<file path="config.mk">
export PLATFORM = sky130hd
export DESIGN_NAME = mem_align_unit
export DESIGN_NICKNAME = d
export VERILOG_FILES = /design/src/rtl/mau_pkg.sv /design/src/rtl/mau_addr_gen.sv /design/src/rtl/mau_store_lane.sv /design/src/rtl/mau_load_extract.sv /design/src/rtl/mem_align_unit.sv
export SDC_FILE = /design/constraint.sdc
export NUM_CORES = 1
export LEC_CHECK = 0
export ABC_AREA = 1
export BUFFER_PORTS_ARGS = -buffer_cell sky130_fd_sc_hd__buf_2
export CORE_AREA = 2 2 113 115
export CTS_CLUSTER_SIZE = 20
export DETAILED_ROUTE_END_ITERATION = 8
export DIE_AREA = 0 0 115 117
export PLACE_DENSITY_LB_ADDON = 0.08
export SETUP_SLACK_MARGIN = 0.2
export SYNTH_ARGS = -nofsm -noshare
export SYNTH_HDL_FRONTEND = slang
export SYNTH_SLANG_ARGS = --single-unit
</file>
<file path="constraint.sdc">
create_clock -name clk -period 5.3 [get_ports clk]
set_input_delay 0.53 -clock clk [delete_from_list [all_inputs] [get_ports clk]]
set_output_delay 0.53 -clock clk [all_outputs]
set_load 0.02 [all_outputs]
</file>
<file path="src/rtl/mau_pkg.sv">
package mau_pkg;

    typedef enum logic [1:0] {
        SZ_BYTE = 2'b00,
        SZ_HALF = 2'b01,
        SZ_WORD = 2'b10,
        SZ_RSVD = 2'b11
    } mau_size_e;

    localparam int unsigned OP_W      = 4;
    localparam int unsigned OP_STORE  = 3;
    localparam int unsigned OP_UNSIGN = 2;

endpackage

</file>
<file path="src/rtl/mau_addr_gen.sv">
module mau_addr_gen
    import mau_pkg::*;
#(
    parameter int unsigned XLEN   = 32,
    parameter int unsigned OFF_W  = 16,
    parameter int unsigned LANE_W = 2
) (
    input  logic              req_valid,
    input  mau_size_e         size,
    input  logic [XLEN-1:0]   base,
    input  logic [OFF_W-1:0]  offset,
    output logic [XLEN-1:0]   eff_addr,
    output logic [LANE_W-1:0] lane,
    output logic              misalign
);
    logic bad_align;

    always_comb begin
        eff_addr = base + {{(XLEN-OFF_W){offset[OFF_W-1]}}, offset};
        lane     = eff_addr[LANE_W-1:0];
        unique case (size)
            SZ_BYTE: bad_align = 1'b0;
            SZ_HALF: bad_align = eff_addr[0];
            default: bad_align = |eff_addr[LANE_W-1:0];
        endcase
        misalign = req_valid && bad_align;
    end
endmodule

</file>
<file path="src/rtl/mau_store_lane.sv">
module mau_store_lane
    import mau_pkg::*;
#(
    parameter int unsigned XLEN   = 32,
    parameter int unsigned LANES  = XLEN / 8,
    parameter int unsigned LANE_W = $clog2(LANES)
) (
    input  logic              do_store,
    input  mau_size_e         size,
    input  logic [LANE_W-1:0] lane,
    input  logic [XLEN-1:0]   store_data,
    output logic [LANES-1:0]  we,
    output logic [XLEN-1:0]   wdata
);
    for (genvar k = 0; k < LANES; k++) begin : g_lane
        logic [7:0] byte_w;
        logic       en;

        always_comb begin
            unique case (size)
                SZ_BYTE: begin
                    byte_w = store_data[7:0];
                    en     = (lane == LANE_W'(k));
                end
                SZ_HALF: begin
                    byte_w = ((k % 2) == 0) ? store_data[15:8] : store_data[7:0];
                    en     = (lane[LANE_W-1:1] == (LANE_W-1)'(k / 2));
                end
                default: begin
                    byte_w = store_data[XLEN-1-8*k -: 8];
                    en     = 1'b1;
                end
            endcase
        end

        assign wdata[XLEN-1-8*k -: 8] = byte_w;
        assign we[LANES-1-k]          = en && do_store;
    end
endmodule

</file>
<file path="src/rtl/mau_load_extract.sv">
module mau_load_extract
    import mau_pkg::*;
#(
    parameter int unsigned XLEN   = 32,
    parameter int unsigned LANE_W = 2
) (
    input  logic              valid,
    input  mau_size_e         size,
    input  logic [LANE_W-1:0] lane,
    input  logic              zext,
    input  logic [XLEN-1:0]   rdata,
    output logic [XLEN-1:0]   data
);
    logic [XLEN-1:0] shifted;
    logic [7:0]      item_b;
    logic [15:0]     item_h;

    always_comb begin
        shifted = rdata << {lane, 3'b000};
        item_b  = shifted[XLEN-1 -: 8];
        item_h  = shifted[XLEN-1 -: 16];
        unique case (size)
            SZ_BYTE: data = {{(XLEN-8){~zext & item_b[7]}}, item_b};
            SZ_HALF: data = {{(XLEN-16){~zext & item_h[15]}}, item_h};
            default: data = rdata;
        endcase
        if (!valid) begin
            data = '0;
        end
    end
endmodule

</file>
<file path="src/rtl/mem_align_unit.sv">
module mem_align_unit
    import mau_pkg::*;
#(
    parameter int unsigned XLEN   = 32,
    parameter int unsigned OFF_W  = 16,
    parameter int unsigned RD_LAT = 1,
    localparam int unsigned LANES   = XLEN / 8,
    localparam int unsigned LANE_W  = $clog2(LANES),
    localparam int unsigned WADDR_W = XLEN - LANE_W
) (
    input  logic               clk,
    input  logic               rst_n,
    input  logic               req_valid,
    input  logic [OP_W-1:0]    req_op,
    input  logic [XLEN-1:0]    base,
    input  logic [OFF_W-1:0]   offset,
    input  logic [XLEN-1:0]    store_data,
    output logic               misalign,
    output logic               mem_req,
    output logic [WADDR_W-1:0] mem_addr,
    output logic [LANES-1:0]   mem_we,
    output logic [XLEN-1:0]    mem_wdata,
    input  logic [XLEN-1:0]    mem_rdata,
    output logic               load_valid,
    output logic [XLEN-1:0]    load_data
);
    typedef struct packed {
        logic              valid;
        logic [LANE_W-1:0] lane;
        mau_size_e         size;
        logic              zext;
    } rd_tag_t;

    typedef struct packed {
        rd_tag_t [RD_LAT-1:0] pipe;
    } state_t;

    state_t state_d, state_q;

    mau_size_e         req_size;
    logic              is_store;
    logic [XLEN-1:0]   eff_addr;
    logic [LANE_W-1:0] lane;
    rd_tag_t           out_tag;

    assign req_size = mau_size_e'(req_op[1:0]);
    assign is_store = req_op[OP_STORE];

    mau_addr_gen #(
        .XLEN  (XLEN),
        .OFF_W (OFF_W),
        .LANE_W(LANE_W)
    ) u_addr (
        .req_valid(req_valid),
        .size     (req_size),
        .base     (base),
        .offset   (offset),
        .eff_addr (eff_addr),
        .lane     (lane),
        .misalign (misalign)
    );

    assign mem_req  = req_valid && !misalign;
    assign mem_addr = eff_addr[XLEN-1:LANE_W];

    mau_store_lane #(
        .XLEN  (XLEN),
        .LANES (LANES),
        .LANE_W(LANE_W)
    ) u_store (
        .do_store  (mem_req && is_store),
        .size      (req_size),
        .lane      (lane),
        .store_data(store_data),
        .we        (mem_we),
        .wdata     (mem_wdata)
    );

    always_comb begin
        state_d = state_q;
        state_d.pipe[0].valid = mem_req && !is_store;
        state_d.pipe[0].lane  = lane;
        state_d.pipe[0].size  = req_size;
        state_d.pipe[0].zext  = req_op[OP_UNSIGN];
        for (int i = 1; i < RD_LAT; i++) begin
            state_d.pipe[i] = state_q.pipe[i-1];
        end
    end

    always_ff @(posedge clk or negedge rst_n) begin
        if (!rst_n) begin
            state_q <= '0;
        end else begin
            state_q <= state_d;
        end
    end

    assign out_tag    = state_q.pipe[RD_LAT-1];
    assign load_valid = out_tag.valid;

    mau_load_extract #(
        .XLEN  (XLEN),
        .LANE_W(LANE_W)
    ) u_load (
        .valid(out_tag.valid),
        .size (out_tag.size),
        .lane (out_tag.lane),
        .zext (out_tag.zext),
        .rdata(mem_rdata),
        .data (load_data)
    );
endmodule

</file>
==> flow_summary_export.csv, run 1 <==
group,metric,value,unit
route,drt-wirelength-per-cell,11.89,um
route,top_layer,"met4",
synth,synth_cell_types,36,
clock_tree,cts_setup_buffers,0,
synth,syn-num-nets,974,
route,drt-total-wl,13600,um
synth,yosys-top-cells-area,"nand2_1, inv_1, ha_1",
floorplan,ios,220,
timing,worstMarginPinSlew,899.1,ps
synth,ys.flop_type,"dfrtp_1",
worst_setup_path,cp_max_fo,4,
timing,fin_crit,2843,ps
cells_and_area,drive_gt1_share,26.56,%
route,drt_iter0_drc,274,
synth,netlist.top_cell.by_area,"nand2_1",
synth,ys_seq_elements,6,
clock_tree,cts.sinks,6,
global_route,grt_pass1_wl,21450,um
placement,port-buffer-count,219,
synth,synth_commonest_cells,"nand2_1, inv_1, nor2_1, buf_4, nand3_1",
synth,syn_avg_cell_area,5.075,um2
route,m1WireLength,6280,um
floorplan,die_x,115,um
route,drtAntennaViolNets,0,
power_and_ir_drop,p_leak,0.003482,uW
clock_tree,cts_buffer_depth,2,
placement,gp_congestion,0.8308,
clock_tree,postCtsResizedCells,0,
global_route,grt_start_max_net_pins,34,
synth,syn-instance-count,823,
worst_setup_path,crit_type,"input port to output port",
route,first_pass_iters,4,
timing,finalHoldViolations,0,
clock_tree,cts_made_buffers,3,
synth,yosys_warnings,0,
cells_and_area,nNetsFinal,1147,
route,dr_wl_met2,6469,um
clock_tree,cts_hold_buf,0,
synth,netlist.area_leader.share,29.30,%
timing,tns,0,ps
worst_hold_path,hold_class,"input port to async pin",
flow_run,cap_violations,0,
timing,rsz0062_at_grt,"false",
timing,finalMaxSlewViolations,0,
floorplan,num_rows,41,
floorplan,start_util,33.92,%
floorplan,die_y,117,um
timing,finalCritPeriodShare,53.64,%
timing,setup-violations-final,0,
floorplan,design.core.area,12310,um2
placement,hpwl,11790,um
worst_setup_path,critPathArrivalTime,2310,ps
placement,placed_cells,1141,
floorplan,dieArea,13460,um2
global_route,antenna_found_initial,0,
synth,yosysMostFrequentCell,"nand2_1",
clock_tree,clk_transition_reported_paths,30,ps
clock_tree,clockRootBuffer,"clkbuf_16",
route,drc,0,
synth,syn_area,4177,um2
cells_and_area,fin_cells,1144,
cells_and_area,n_antenna_cell,0,
global_route,grt_usage,19.23,%
route,wl_met3,773,um
worst_setup_path,end_kind,"output port",
synth,ys_seq_area_share,3.595,%
worst_setup_path,start_kind,"input port",
global_route,grt_pass1_vias,4560,
power_and_ir_drop,peakVddDrop,0.08425,mV
route,vias,5156,
timing,fmax,0.3517,GHz
clock_tree,cts.htree.levels,1,
timing,slew_headroom,39.84,%
route,vias_per_cell,4.507,
synth,synthArstFlopShare,100.0,%
global_route,overflow,0,
clock_tree,cts_tree,"yes",
worst_setup_path,critPathRequiredTime,4770,ps
synth,synth-edff-count,0,
power_and_ir_drop,powerDensity,154.5,nW/um2
cells_and_area,area_delta_synth_final,23.64,%
run_status,status,"finished clean",
-- worst paths after layout --
path / startpoint / endpoint / slack (ps) / depth (start not counted)
max: offset[0] / mem_we[1] / 2460 / 11
min: rst_n / out_tag[3] / 120 / 1
max in group asynchronous: rst_n / load_valid / 5040 / 1
min in group clk: req_op[2] / out_tag[0] / 410 / 1
-- per-layer routing --
layer / global-route usage [%] / vias up
met3: 1.854 / 8
met2: 35.84 / 158
met1: 25.02 / 2169
met4: 1.526 / 0
met5: 0 / -
li1: - / 2821
-- state kept, by name, summed over array words and instances (netlist names) --
| register | cells |
|---|---|
| out_tag | 5 |
| load_valid | 1 |
-- logic make-up after synthesis --
family | synth area share (%)
AO/OA/AOI/OAI | 15.52
XOR/XNOR | 3.146
adder cells (fa/ha/maj) | 9.766
buffers and inverters | 24.51
flip-flops | 3.595
AND/OR/NAND/NOR | 43.47
-- critical path, stage by stage --
cell and delay (ps):
buf_2 80, ha_1 200, inv_1 70, fa_1 520, inv_1 90, o21ai_0 140
o21ai_1 130, nor2_1 160, nand2_1 120, nor2_1 120, buf_2 180
-- power breakdown --
part	internal (uW)	switching (uW)	total (uW)
combinational	214	402	615
clock	96.7	23.9	121
sequential	49.5	12.5	62.0
total	360	438	798
-- area by class of cell --
type | count | area, um2
clock buffer | 3 | 75.07
fill | 1456 | 7148
inverter | 169 | 644.4
multi-input combinational | 596 | 3003
sequential | 6 | 150.1
tap | 150 | 187.7
timing repair buffer | 220 | 1104
-- layout by cell type (no fill, tap or decap), drive strengths merged, types with 4 or more instances in the layout --
master,synthesis,layout
a31oi,9,9
dfrtp,6,6
o211ai,8,8
inv,169,169
a21oi,41,41
o21ai,34,34
nand2,341,341
ha,31,31
nand3,37,37
xor2,12,12
nand4,4,4
buf,50,220
o221ai,7,7
nor2,57,57
nor3,5,5
-- through the flow --
step | utilization, % | total power [uW] | area (um2) | hold slack [ps] | setup WS, ps
2_1_floorplan | - | 548.5 | 4177 | 234.4 | 2415
6_report | 41.94 | 797.7 | 5164 | 117.1 | 2457
3_5_place_dp | 41.33 | 681.0 | 5089 | 354.0 | 2473
4_1_cts | 41.94 | 805.7 | 5164 | 116.2 | 2457
5_1_grt | 41.94 | 877.9 | 5164 | 121.5 | 2252
3_3_place_gp | 41.33 | 684.4 | 5089 | 356.9 | 2495
Power figures use the tool's default switching activity.
==> run 2: changes to the inputs <==
- clock period: 5.3 -> 2.9 ns (I/O delays scaled with it)
==> flow_summary_export.csv, run 2 (synthesis results as in run 1) <==
group,metric,value,unit
run_status,status,"finished clean",
worst_setup_path,crit_type,"input port to output port",
clock_tree,postCtsResizedCells,0,
timing,finalCritPeriodShare,82.19,%
timing,rsz0062_at_grt,"false",
route,drt_iter0_drc,287,
route,drt-total-wl,13700,um
cells_and_area,largest_reg_flops,5,
cells_and_area,nNetsFinal,1151,
floorplan,ios,220,
timing,slew_headroom,52.31,%
cells_and_area,area_delta_synth_final,24.42,%
clock_tree,cts_buffer_depth,2,
route,m1WireLength,6296,um
global_route,grt_start_max_net_pins,34,
placement,hpwl,11860,um
route,first_pass_iters,5,
cells_and_area,final_cell_mix,"nand2_1, buf_2, inv_1",
clock_tree,cts.htree.levels,1,
global_route,overflow,0,
clock_tree,cts_made_buffers,3,
clock_tree,cts_tree,"yes",
global_route,grt_pass1_wl,21270,um
floorplan,num_rows,41,
global_route,grt_pass1_vias,4527,
route,drc,0,
timing,finalMaxSlewViolations,0,
cells_and_area,multi_input_comb_area,3003,um2
worst_setup_path,start_kind,"input port",
global_route,antenna_found_initial,0,
power_and_ir_drop,powerDensity,281.6,nW/um2
timing,fin_crit,2383,ps
clock_tree,cts.sinks,6,
worst_setup_path,crit_slowest_cell,"fa_1",
cells_and_area,drive_gt1_share,26.75,%
route,vias_per_cell,4.527,
placement,gp_congestion,0.8171,
cells_and_area,fillers,1437,
timing,finalHoldViolations,0,
timing,setup-violations-final,0,
route,vias,5197,
worst_setup_path,end_kind,"output port",
power_and_ir_drop,peakVddDrop,0.2269,mV
worst_setup_path,worstPathCellList,"buf_2 -> ha_1 -> inv_1 -> fa_1 -> inv_1 -> o21ai_0 -> o21ai_1 -> nor2_1 -> nand2_1 -> nor2_1 -> buf_2",
flow_run,cap_violations,0,
cells_and_area,final_common_cell,"nand2_1",
route,top_layer,"met4",
worst_setup_path,max_stage_delay,530,ps
cells_and_area,ff_latch_area,150.1,um2
cells_and_area,fin_util,42.21,%
timing,tns,0,ps
floorplan,die_x,115,um
worst_hold_path,hold_class,"input port to register",
clock_tree,clockRootBuffer,"clkbuf_16",
floorplan,design.core.area,12310,um2
route,dr_wl_met2,6428,um
route,drt-wirelength-per-cell,11.94,um
timing,worstMarginPinSlew,715.4,ps
route,drtAntennaViolNets,0,
worst_setup_path,cp_max_fo,4,
global_route,grt_usage,19.10,%
placement,port-buffer-count,219,
floorplan,dieArea,13460,um2
power_and_ir_drop,p_leak,0.003501,uW
route,wl_met3,806,um
clock_tree,clk_transition_reported_paths,30,ps
floorplan,die_y,117,um
timing,fmax,0.4196,GHz
floorplan,start_util,33.92,%
worst_setup_path,critPathArrivalTime,2090,ps
cells_and_area,n_antenna_cell,0,
worst_setup_path,critPathRequiredTime,2610,ps
[run 2: cell count changes in the layout (fill, tap and decap cells not counted)]
cell	before	now
buf_4	1	4
dlygate4sd3_1	0	1
[run 2: stage by stage]
step           total power (uW)  instances  setup WS (ps)  area (um2)  hold WS [ps]
3_3_place_gp               1255       1144          573.8        5111         119.8
6_report                   1463       1148          516.5        5196         176.1
5_1_grt                    1610       1148          309.6        5196         183.2
2_1_floorplan              1002        823          495.1        4177        -5.591
4_1_cts                    1477       1148          537.3        5196         175.7
3_5_place_dp               1250       1144          560.7        5111         115.9
[run 2: path summary, 6_finish.rpt]
| check | start | to | cells after the start |
|---|---|---|---|
| min in group asynchronous | rst_n | out_tag[0] | 2 |
| max | offset[0] | mem_we[1] | 11 |
| min | req_op[2] | out_tag[0] | 1 |
| max in group asynchronous | rst_n | load_valid | 2 |
[run 2: final cells by class]
type / instances / area share, %
inverter: 169 / 12.40
multi-input combinational: 596 / 57.79
clock buffer: 3 / 1.445
timing repair buffer: 224 / 21.86
sequential: 6 / 2.889
tap: 150 / 3.612
[run 2: report_power, final]
group,switching (uW),internal [uW]
Clock,42.4,177
Combinational,738,395
Sequential,21.2,90.5
Total,801,662
[run 2: per-layer routing]
metal | vias up | global-route usage (%)
met5 | - | 0
met4 | 0 | 2.410
met3 | 14 | 2.214
met2 | 150 | 34.71
met1 | 2200 | 24.99
li1 | 2833 | -
[run 2: critical path, delay by kind of cell]
kind                     cells  cell delay (ps)
adder cells (fa/ha/maj)      2              730
AND/OR/NAND/NOR              3              380
AO/OA/AOI/OAI                2              280
buffers and inverters        4              410
[run 2: timing repair]
| action | 4_1_cts | 5_1_grt |
|---|---|---|
| buffers inserted | 0 | 0 |
| hold buffers | 1 | 0 |
| hold endpoints to repair | 6 | 0 |
==> run 3: changes to the inputs <==
- clock period: 2.9 -> 1.95 ns (I/O delays scaled with it)
==> flow_summary_export.csv, run 3 (synthesis results as in run 1) <==
group,metric,value,unit
global_route,grt_pass1_wl,23580,um
clock_tree,cts_buffer_depth,2,
power_and_ir_drop,pwr-share-seq,5.3,%
global_route,busiest_layer,"met2",
global_route,use_met3,2.008,%
worst_setup_path,critPathArrivalTime,1660,ps
clock_tree,cts_made_buffers,3,
global_route,grt_usage,20.96,%
timing,finalMaxSlewViolations,0,
power_and_ir_drop,internal-power,1540,uW
cells_and_area,largest_reg_flops,5,
global_route,overflow,0,
worst_hold_path,hold_class,"input port to register",
worst_setup_path,worstPathCellList,"buf_4 -> buf_6 -> nand2_1 -> nand3_1 -> o21ai_1 -> nand2_1 -> a31oi_4 -> buf_4",
worst_setup_path,cp_max_fo,7,
route,drt_iter0_drc,243,
route,vias_per_cell,4.692,
floorplan,die_x,115,um
power_and_ir_drop,peakVddDrop,0.2845,mV
route,drtAntennaViolNets,0,
global_route,grtUsageMet1,27.39,%
cells_and_area,drive_gt1_share,50.89,%
power_and_ir_drop,combPwrFrac,84.2,%
timing,slew_headroom,61.12,%
timing,tns,0,ps
worst_setup_path,end_kind,"output port",
global_route,grt_pass1_vias,5215,
placement,dp_slack,-91.92,ps
cells_and_area,area_delta_synth_final,79.78,%
placement,placed_cells,1183,
route,first_pass_iters,4,
timing,finalCritPeriodShare,95.26,%
route,drt-total-wl,15760,um
timing,setup-violations-final,0,
route,drt-wirelength-per-cell,12.92,um
placement,port-buffer-count,219,
timing,setup_ws,92.47,ps
route,vias,5719,
cells_and_area,final_common_cell,"nand2_1",
cells_and_area,n_antenna_cell,0,
global_route,met2_usage,38.00,%
timing,fin_crit,1858,ps
timing,holdWs,80.30,ps
floorplan,dieArea,13460,um2
worst_setup_path,start_kind,"register",
floorplan,design.core.area,12310,um2
power_and_ir_drop,powerDensity,408.5,nW/um2
timing,finalHoldViolations,0,
flow_run,cap_violations,0,
timing,worstMarginPinSlew,582.5,ps
worst_setup_path,critPathRequiredTime,1750,ps
power_and_ir_drop,power.share.clock,10.6,%
worst_setup_path,crit_slowest_cell,"dfrtp_2",
floorplan,die_y,117,um
global_route,antenna_found_initial,0,
cells_and_area,final_cell_mix,"nand2_1, inv_1, buf_2",
power_and_ir_drop,p_leak,0.004210,uW
power_and_ir_drop,sw_frac_of_total,49.78,%
worst_setup_path,crit_type,"register to output port",
placement,place_area,5474,um2
power_and_ir_drop,p_switching,1527,uW
clock_tree,clk_transition_reported_paths,30,ps
placement,hpwl,11600,um
clock_tree,clockRootBuffer,"clkbuf_16",
floorplan,start_util,33.92,%
floorplan,ios,220,
worst_setup_path,max_stage_delay,450,ps
global_route,grt_start_max_net_pins,26,
floorplan,num_rows,41,
clock_tree,cts_tree,"yes",
clock_tree,cts.sinks,6,
cells_and_area,design_area,7508,um2
run_status,status,"finished clean",
route,drc,0,
timing,rsz0062_at_grt,"true",
cells_and_area,nNetsFinal,1222,
clock_tree,cts.htree.levels,1,
timing,fmax,0.5383,GHz
cells_and_area,fin_cells,1219,
placement,gp_congestion,0.8950,
run 3: cell types whose count changed in the layout (fill, tap and decap cells not counted), sizes merged:
cell,change
clkbuf,+1
inv,-1
buf,+70
clkinv,+1
run 3: worst max-delay path, delay by kind of cell (launching register included):
family          cells  cell delay (ps)
compound gates      2              270
simple gates        3              260
flops               1              450
buf+inv             3              440
run 3: routing by layer:
metal	share of wire (%)	up-vias	routed length, um
li1	-	2981	-
met1	43	2557	6776
met2	51	169	7974
met3	5.4	12	843
met4	1.0	0	159
met5	0	-	0
run 3: power by group through the flow:
| stage | Combinational (uW) | Clock [uW] | Sequential [uW] |
|---|---|---|---|
| floorplan | 1370 | 0 | 143 |
| global placement | 1830 | 0 | 163 |
| global route | 2810 | 345 | 163 |
| finish | 2580 | 324 | 162 |
| detailed placement | 1820 | 0 | 162 |
| CTS | 2190 | 329 | 160 |
run 3: final timing paths:
path                            start             to  slack [ps]  depth (start not counted)
min in group asynchronous       rst_n     out_tag[0]         320                          2
setup / recovery           out_tag[3]  load_data[11]          90                          8
max in group asynchronous       rst_n     out_tag[4]        1480                          2
hold / removal              req_op[2]     out_tag[0]          80                          1
run 3: cell type report:
cell class,count,area [um2]
fillers,1239,4803
inverters,169,646.9
clock buffers,3,75.07
multi-input cells,596,4254
well taps,150,187.7
flip-flops and latches,6,152.6
repair buffers,295,2192
run 3: timing repair:
action	4_1_cts	5_1_grt
resized for setup	177	228
endpoints found under the setup margin	63	63
buffers inserted	15	15
endpoints found under the hold margin	6	0
pin swaps	32	89
gates cloned	1	1
hold buffers	1	0
run 3: per-stage QoR:
stage | util (%) | total power (uW)
2_1_floorplan | - | 1514
3_3_place_gp | 44.46 | 1993
3_5_place_dp | 44.46 | 1985
4_1_cts | 53.17 | 2681
5_1_grt | 60.99 | 3319
6_report | 60.99 | 3067
